$ cat src/rtl/radio_cfg_pkg.sv
// Package: radio_cfg_pkg
// Shared step encoding and frame-shape constants for the three-wire
// radio register serializer. Assumes a frame of one address field
// followed by one data field, each bit spread over three equal steps.
package radio_cfg_pkg;

    // Steps a single serial bit (and the latch phase) is divided into.
    localparam int unsigned STEPS_PER_BIT = 3;

    // Sequencer step: three steps per data bit, three for the latch.
    typedef enum logic [2:0] {
        ST_IDLE       = 3'd0,
        ST_BIT_SETUP  = 3'd1,
        ST_BIT_HIGH   = 3'd2,
        ST_BIT_HOLD   = 3'd3,
        ST_LAT_SETUP  = 3'd4,
        ST_LAT_HIGH   = 3'd5,
        ST_LAT_HOLD   = 3'd6
    } step_e;

    // True for steps in which the serial clock is driven high.
    function automatic logic step_clk_high(input step_e s);
        return (s == ST_BIT_HIGH) || (s == ST_LAT_HIGH);
    endfunction

    // True for steps belonging to the trailing latch phase.
    function automatic logic step_in_latch(input step_e s);
        return (s == ST_LAT_SETUP) || (s == ST_LAT_HIGH) || (s == ST_LAT_HOLD);
    endfunction

endpackage

$ cat src/rtl/sclk_step_timer.sv
// Module: sclk_step_timer
// Measures the length of one serial step in system clock cycles.
// Assumes STEP_CYCLES >= 1 (smaller values are clamped to 1). The
// expire flag is high in the last cycle of each step; a restart
// reloads the count so a fresh step starts in the next cycle.
module sclk_step_timer #(
    parameter int unsigned STEP_CYCLES = 2
) (
    input  logic clk,
    input  logic rst_n,
    input  logic restart,
    input  logic run,
    output logic expire
);
    localparam int unsigned LEN = (STEP_CYCLES < 1) ? 1 : STEP_CYCLES;
    localparam int unsigned CW  = (LEN > 1) ? $clog2(LEN) : 1;
    localparam logic [CW-1:0] RELOAD = CW'(LEN - 1);

    logic [CW-1:0] cnt_q;

    // Flag the final cycle of the current step.
    always_comb begin
        expire = (cnt_q == '0);
    end

    // Down-count within a step, reloading at each step boundary.
    always_ff @(posedge clk) begin
        if (!rst_n) begin
            cnt_q <= RELOAD;
        end else if (restart || (run && expire)) begin
            cnt_q <= RELOAD;
        end else if (run) begin
            cnt_q <= cnt_q - 1'b1;
        end
    end
endmodule

$ cat src/rtl/cfg_frame_shifter.sv
// Module: cfg_frame_shifter
// Holds the frame being sent and presents its top bit as the serial
// data line. Assumes the sequencer loads once per frame and shifts
// only between bits, never after the last one, so the final bit stays
// on the line while idle.
module cfg_frame_shifter #(
    parameter int unsigned WIDTH = 16
) (
    input  logic             clk,
    input  logic             rst_n,
    input  logic             load,
    input  logic [WIDTH-1:0] frame,
    input  logic             shift,
    output logic             bit_out
);
    logic [WIDTH-1:0] sh_q;

    // Load a new frame or move the next bit into the top position.
    always_ff @(posedge clk) begin
        if (!rst_n) begin
            sh_q <= '0;
        end else if (load) begin
            sh_q <= frame;
        end else if (shift) begin
            sh_q <= {sh_q[WIDTH-2:0], 1'b0};
        end
    end

    // Drive the serial data line from the top bit.
    always_comb begin
        bit_out = sh_q[WIDTH-1];
    end
endmodule

$ cat src/rtl/cfg_write_sequencer.sv
// Module: cfg_write_sequencer
// Steps through the bit windows of one frame and the trailing latch
// phase. Assumes a step timer whose expire flag marks the last cycle
// of each step. Serial clock, latch and ready are decoded from the
// registered step, so they change only on clock edges.
module cfg_write_sequencer
    import radio_cfg_pkg::*;
#(
    parameter int unsigned FRAME_BITS = 16
) (
    input  logic clk,
    input  logic rst_n,
    input  logic req_valid,
    input  logic expire,
    output logic accept,
    output logic busy,
    output logic shift,
    output logic ready,
    output logic sclk,
    output logic latch
);
    localparam int unsigned BW = $clog2(FRAME_BITS);
    localparam logic [BW-1:0] LAST_BIT = BW'(FRAME_BITS - 1);

    step_e         step_q, step_d;
    logic [BW-1:0] bit_q;
    logic          last_bit;

    // Handshake and per-step decode.
    always_comb begin
        ready    = (step_q == ST_IDLE);
        accept   = ready && req_valid;
        busy     = !ready;
        last_bit = (bit_q == LAST_BIT);
        shift    = (step_q == ST_BIT_HOLD) && expire && !last_bit;
        sclk     = step_clk_high(step_q);
        latch    = step_in_latch(step_q);
    end

    // Choose the next step from the current one and the timer.
    always_comb begin
        step_d = step_q;
        unique case (step_q)
            ST_IDLE:      if (accept) step_d = ST_BIT_SETUP;
            ST_BIT_SETUP: if (expire) step_d = ST_BIT_HIGH;
            ST_BIT_HIGH:  if (expire) step_d = ST_BIT_HOLD;
            ST_BIT_HOLD:  if (expire) step_d = last_bit ? ST_LAT_SETUP : ST_BIT_SETUP;
            ST_LAT_SETUP: if (expire) step_d = ST_LAT_HIGH;
            ST_LAT_HIGH:  if (expire) step_d = ST_LAT_HOLD;
            ST_LAT_HOLD:  if (expire) step_d = ST_IDLE;
            default:      step_d = ST_IDLE;
        endcase
    end

    // Register the current step.
    always_ff @(posedge clk) begin
        if (!rst_n) begin
            step_q <= ST_IDLE;
        end else begin
            step_q <= step_d;
        end
    end

    // Count the bits already sent in this frame.
    always_ff @(posedge clk) begin
        if (!rst_n) begin
            bit_q <= '0;
        end else if (accept) begin
            bit_q <= '0;
        end else if (shift) begin
            bit_q <= bit_q + 1'b1;
        end
    end
endmodule

$ cat src/rtl/radio_cfg_serializer.sv
// Module: radio_cfg_serializer
// Top level: takes an address/data pair on valid/ready, shifts it out
// MSB first on a three-wire link, then raises the latch enable for one
// extra clock pulse. Assumes HALF_PERIOD >= 1 system cycles per step
// and a receiver that samples data on the serial clock's rising edge.
module radio_cfg_serializer #(
    parameter int unsigned ADDR_W      = 4,
    parameter int unsigned DATA_W      = 12,
    parameter int unsigned HALF_PERIOD = 2
) (
    input  logic              clk,
    input  logic              rst_n,
    input  logic              req_valid,
    output logic              req_ready,
    input  logic [ADDR_W-1:0] req_addr,
    input  logic [DATA_W-1:0] req_data,
    output logic              ser_clk,
    output logic              ser_data,
    output logic              ser_latch
);
    localparam int unsigned FRAME_BITS = ADDR_W + DATA_W;

    logic                  accept;
    logic                  busy;
    logic                  shift;
    logic                  expire;
    logic [FRAME_BITS-1:0] frame;

    // Address goes out first, so it takes the upper bits.
    always_comb begin
        frame = {req_addr, req_data};
    end

    sclk_step_timer #(
        .STEP_CYCLES (HALF_PERIOD)
    ) u_timer (
        .clk     (clk),
        .rst_n   (rst_n),
        .restart (accept),
        .run     (busy),
        .expire  (expire)
    );

    cfg_write_sequencer #(
        .FRAME_BITS (FRAME_BITS)
    ) u_seq (
        .clk       (clk),
        .rst_n     (rst_n),
        .req_valid (req_valid),
        .expire    (expire),
        .accept    (accept),
        .busy      (busy),
        .shift     (shift),
        .ready     (req_ready),
        .sclk      (ser_clk),
        .latch     (ser_latch)
    );

    cfg_frame_shifter #(
        .WIDTH (FRAME_BITS)
    ) u_shift (
        .clk     (clk),
        .rst_n   (rst_n),
        .load    (accept),
        .frame   (frame),
        .shift   (shift),
        .bit_out (ser_data)
    );
endmodule

$ cat config.mk
export PLATFORM = sky130hd
export DESIGN_NAME = radio_cfg_serializer
export DESIGN_NICKNAME = d
export VERILOG_FILES = /design/src/rtl/radio_cfg_pkg.sv /design/src/rtl/sclk_step_timer.sv /design/src/rtl/cfg_frame_shifter.sv /design/src/rtl/cfg_write_sequencer.sv /design/src/rtl/radio_cfg_serializer.sv
export SDC_FILE = /design/constraint.sdc
export NUM_CORES = 1
export LEC_CHECK = 0
export CAP_MARGIN = 20
export CORE_UTILIZATION = 30
export CTS_BUF_LIST = sky130_fd_sc_hd__clkbuf_8
export DETAILED_ROUTE_END_ITERATION = 7
export PLACE_DENSITY = 0.57
export SETUP_SLACK_MARGIN = 0.5
export SYNTH_ARGS = -nofsm -noshare
export SYNTH_HDL_FRONTEND = slang
export SYNTH_HIERARCHICAL = 1
export SYNTH_SLANG_ARGS = --single-unit
export TNS_END_PERCENT = 5
$ cat constraint.sdc
create_clock -name clk -period 1.75 [get_ports clk]
set_input_delay 0.2625 -clock clk [delete_from_list [all_inputs] [get_ports clk]]
set_output_delay 0.2625 -clock clk [all_outputs]
set_load 0.01 [all_outputs]
### Word level (Yosys, flattened, before mapping)

Index checks and enable logic that the tools add are counted.

* register bits: 24
* input port bits: 19
* output and inout bits: 4
* word-level logic and storage cells: 48

* $add $sub $neg: 2
* equality and inequality tests: 14
* muxes and demuxes: 11
* bitwise gates (word level): 2
* reduce and logical (&&, ||, !) cells: 15

Operators with widths (number)
* $mux 16: 2
* $mux 3: 8
* $pmux 3 s7: 1
* $ne 2x2->1 const B: 6
* $eq 3x3->1 const B: 3
* $reduce_and 7->1: 1
* $eq 3x2->1 const B: 2
* $add 4x1->4 const B: 1
* $eq 4x4->1 const B: 1
* $logic_and 1x1->1: 4
* $logic_or 1x1->1: 4
* $reduce_or 2->1: 2
* $eq 3x1->1 const B: 1
* $logic_not 3->1: 1
* $logic_not 1->1: 2
* $ne 2x1->1 const B: 1
* $not 1->1: 2
* $reduce_bool 2->1: 1
* $sub 1x1->1 const B: 1

### Longest topological paths before layout

* depth after elaboration: 5
* depth in mapped cells: 7
* mapped depth without buffers: 5

### By module

The synthesis kept the hierarchy.

Modules (own cells, without submodules)
* cfg_frame_shifter: times used 1, cells an instance 70, area each 842.1 um^2, sequential area each 320.3 um^2
* cfg_write_sequencer: times used 1, cells an instance 54, area each 441.7 um^2, sequential area each 140.1 um^2
* sclk_step_timer: times used 1, cells an instance 4, area each 40.0 um^2, sequential area each 20.0 um^2

### Worst setup path before layout

Ideal clock, no wire load.

* path kind: register to register
* from: register u_seq.bit_q[0]
* to: register u_shift.sh_q[10]
* setup time: 116 ps
* arrival time: 1646 ps
* required time: 1634 ps
* path slack: -12 ps
* stages on the path, launching flop included: 8
* path buffers: 2
* period minus slack after synthesis: 1762 ps
* path through: dfxtp_1 ha_1 and3_1 nor2_1 buf_6 buf_12 mux2_4 o211a_1

* cells in the longest elaborated chain, start to end: 4

Ends and longest elaborated chain
* start: declaration: line cfg_write_sequencer.sv:26 `logic [BW-1:0] bit_q;`
* start signal: assignment: line cfg_write_sequencer.sv:71 `bit_q <= bit_q + 1'b1;`
* $eq 4x4->1: line cfg_write_sequencer.sv:34 `last_bit = (bit_q == LAST_BIT);`
* $logic_not 1->1: line cfg_write_sequencer.sv:35 `shift = (step_q == ST_BIT_HOLD) && expire && !last_bit;`
* $logic_and 1x1->1: line cfg_write_sequencer.sv:35
* net shift: line radio_cfg_serializer.sv:25 `logic shift;`
* $reduce_bool 2->1 (no line)
* end signal: assignment: line cfg_frame_shifter.sv:23 `sh_q <= frame;`
* end signal: assignment: line cfg_frame_shifter.sv:25 `sh_q <= {sh_q[WIDTH-2:0], 1'b0};`
* end: declaration: line cfg_frame_shifter.sv:16 `logic [WIDTH-1:0] sh_q;`

The timed path passes the listed nets, and every way through them passes these cells.
A chain may end at the register's enable or synchronous reset.

### Worst setup path after layout

* from: register u_seq.bit_q[1]
* to: register u_shift.sh_q[11]

Same word-level chain as after synthesis.

==> summary.txt <==
Outcome
  • Status: finished, final reports clean

Setup path
  • Crit-path max FO: 8
  • Top Family by Delay on Critical Path: flip-flops
  • Crit. End Element: flop
  • Max incr delay on CP: roughly 360 ps
  • Reg2reg start: u_seq/bit_q[1]
  • Crit start category: flop
  • Critical-path cell list: ha_4, and3_4, nor2_4, clkbuf_16, mux2_4, o211a_1
  • Kind of critical path: reg2reg
  • R2r setup slk: approximately 100 ps
  • Worst EP arrival: around 1800 ps
  • CP max stage cell: dfxtp_4
  • R2R depth: 6
  • R2r endpoint: u_shift/sh_q[11]
  • Worst Path Required: about 1900 ps
  • Worst path bufs/invs: 1

Hold path
  • Hold Path Origin: u_timer/cnt_q
  • Hold-critical path depth: 2
  • Hold Crit Class: reg2reg
  • WHS Endpoint: u_timer/cnt_q

Clock network
  • TritonCTS buffer count: 3
  • Clock Tree Buf Depth: 2
  • Sink Count: 24
  • CTS clock-pin slew for the worst setup and hold paths: about 80 ps
  • Later-pin clock latency in the skew report: 260 ps
  • Root Driver: clkbuf_8
  • CTS tree: built
  • H-tree depth: 1

Global route
  • Total track usage: a little under an eighth
  • Busiest grt layer: met2
  • Antenna violations before repair: 0
  • M1 GR Usage: around 14%
  • First-pass GRT wire length: between 4000 and 5000 um
  • Grt ovf: 0
  • Largest net degree at the start of global routing: 19
  • Grt met3 use: roughly 2%
  • Vias in the first global route: 973
  • Met2 GRT Util: approximately 20%

Yosys
  • Post-synth ARST share: 0%
  • Synth cell types: 37
  • EDFF count, synth: 0
  • Synth top area share: a little over a third
  • Yosys warns: 6
  • Cell taking the most area after synthesis: dfxtp_1
  • Seq/Total Area, Yosys: between 30% and 40%
  • Commonest cells post-synth: dfxtp_1 (24), nand2b_1 (15), o211a_1 (15), mux2_4 (9)
  • Seq cells post-synth: 24
  • Top post-synthesis cells by area: dfxtp_1 (36%), o211a_1 (11%), mux2_4 (10%)
  • Synthesized instance count: ~130
  • Syn avg cell area: ~10 sq um
  • Most numerous cell in the Yosys netlist: dfxtp_1
  • Predominant post-synthesis flop cell: dfxtp_1
  • Syn_nets: approximately 150
  • Cell area after synthesis: 0.001324 sq mm

Floorplanning
  • Starting Density: roughly 32%
  • Die width: 68.43 um
  • I/O Pins: 23
  • Std-Cell Rows: 23
  • Die Y: between 60 and 70 um
  • Total die area: 0.004682 sq mm
  • Core Area: 0.004115 sq mm

Place
  • Final RePlAce weighted congestion: 0.6675
  • I/O Buffers: 22
  • Inst Count DP: roughly 200
  • Area after DPL: ~0.0016 sq mm
  • Pre-CTS WS: ~82 ps
  • Post-DP HPWL: about 1900 um

Detailed routing
  • DRC violations left: 0
  • WL/cell: ~13 um
  • Post-DRT Antenna Nets: 0
  • Wirelength, routed: ~2700 um
  • Vias per Instance: approximately 5.0
  • Drt pass-1 iters: 4
  • Vias after detailed routing: approximately 1000
  • Initial DRC count: 29

Timing
  • Hold Fails Final Rpt: 0
  • Setup TNS: 0 ps
  • WHS: 547.6 ps
  • Clock Skews: around 1.3 ps
  • Final period util: 94.30%
  • Relative slew slack: 83.33%
  • Max Freq: 0.6060 GHz
  • Final Max Tran Viols: 0
  • Final min period: 1650 ps
  • Final setup viols: 0
  • Setup ws final: 99.76 ps
  • Worst-margin pin slew: 246.5 ps
  • RSZ-0062 raised after global routing: yes

Layout
  • ANT cells: 0
  • Fin area: 0.001747 sq mm
  • FF+latch area: just under 500 sq um
  • Non-filler cells, final: ~210
  • Synth-to-layout area growth: 31.95%
  • Fill cell count: between 400 and 500
  • Nets: 180
  • Final Util: a little over two fifths
  • Layout cells sized above 1: 28.48%
  • Multi-input gate area: between 700 and 800 sq um

Power and ir drop
  • Peak VDD IR: 0.2159 mV
  • P per Cell Area: around 680 mW/mm^2
  • Leak pwr: between 0.8 and 0.9 nW
  • Power, Total: 1.180 mW

Flow run
  • Max-cap violations: 0
[what timing repair did]
item                       CTS  global route
setup endpoints to repair   25            26
cloned                       0             1
gates resized for setup      5             4
buffers inserted             0             3
hold buffers                 0             0
pin swaps                    0             2
[sequential cells by signal, summed over array words and instances, names as in the netlist]
| signal | cells |
|---|---|
| u_seq/bit_q | 4 |
| u_seq/step_q | 3 |
| u_shift/sh_q | 16 |
| u_timer/cnt_q | 1 |
[layout by cell type, fill, tap and decap left out, drive strengths merged, types with 2 or more instances in the layout]
cell            n
buf            13
nor2            4
nand2           6
a21boi          2
nor3            3
o21ai           7
o211a          15
clkbuf          4
a21oi           5
dlygate4sd2     3
nand2b         15
clkdlybuf4s50  19
inv             4
and4b           2
nand3           3
mux2           15
dfxtp          24
[worst max path at each step]
stage | start | to | slack (ps) | depth (start not counted)
floorplan | u_seq/bit_q[0] | u_shift/sh_q[10] | 140 | 7
global placement | u_seq/bit_q[0] | u_shift/sh_q[13] | 120 | 6
detailed placement | u_seq/bit_q[0] | u_shift/sh_q[13] | 80 | 6
CTS | u_seq/bit_q[0] | u_shift/sh_q[2] | 70 | 6
global route | u_seq/bit_q[1] | u_shift/sh_q[11] | 40 | 6
finish | u_seq/bit_q[1] | u_shift/sh_q[11] | 100 | 6
[power breakdown]
part	leakage, nW	internal (mW)	switching [mW]	total, mW
Sequential	0.200	0.586	0.0259	0.612
Clock	0.0216	0.154	0.167	0.320
Combinational	0.600	0.151	0.0965	0.247
Total	0.822	0.891	0.289	1.18
[cells by family (layout without fill, tap and decap cells)]
logic type | count (synthesis) | count (layout) | share of synthesized area [%]
DFF | 24 | 24 | 36.29
AOI/OAI and AO/OA | 33 | 33 | 20.23
and+or+nand+nor | 41 | 41 | 19.47
buffers and inverters | 13 | 43 | 7.089
muxes | 15 | 15 | 15.31
adders and majority gates | 1 | 1 | 0.9450
xor gates and xnor gates | 1 | 1 | 0.6617
[layer usage]
metal	vias up	part of all wire (%)	routed length (um)
li1	522	-	-
met4	0	1.0	27
met3	2	2.6	70
met2	15	48	1270
met1	491	49	1294
met5	-	0	0
[area by class of cell]
cell class,instances,area share [%]
Clock buffer,3,2.364
Inverter,4,0.8596
Multi-Input combinational cell,91,44.99
Sequential cell,24,28.08
Tap cell,50,3.582
Timing Repair Buffer,36,20.13
[worst register-to-register path, delay by kind of cell (launching register included)]
family	cells	cell delay, ps
compound gates	1	200
fa+ha+maj	1	150
buf+inv	1	190
flops	1	360
mux	1	300
simple gates	2	360
No activity file was read; power rests on OpenSTA's default activity.
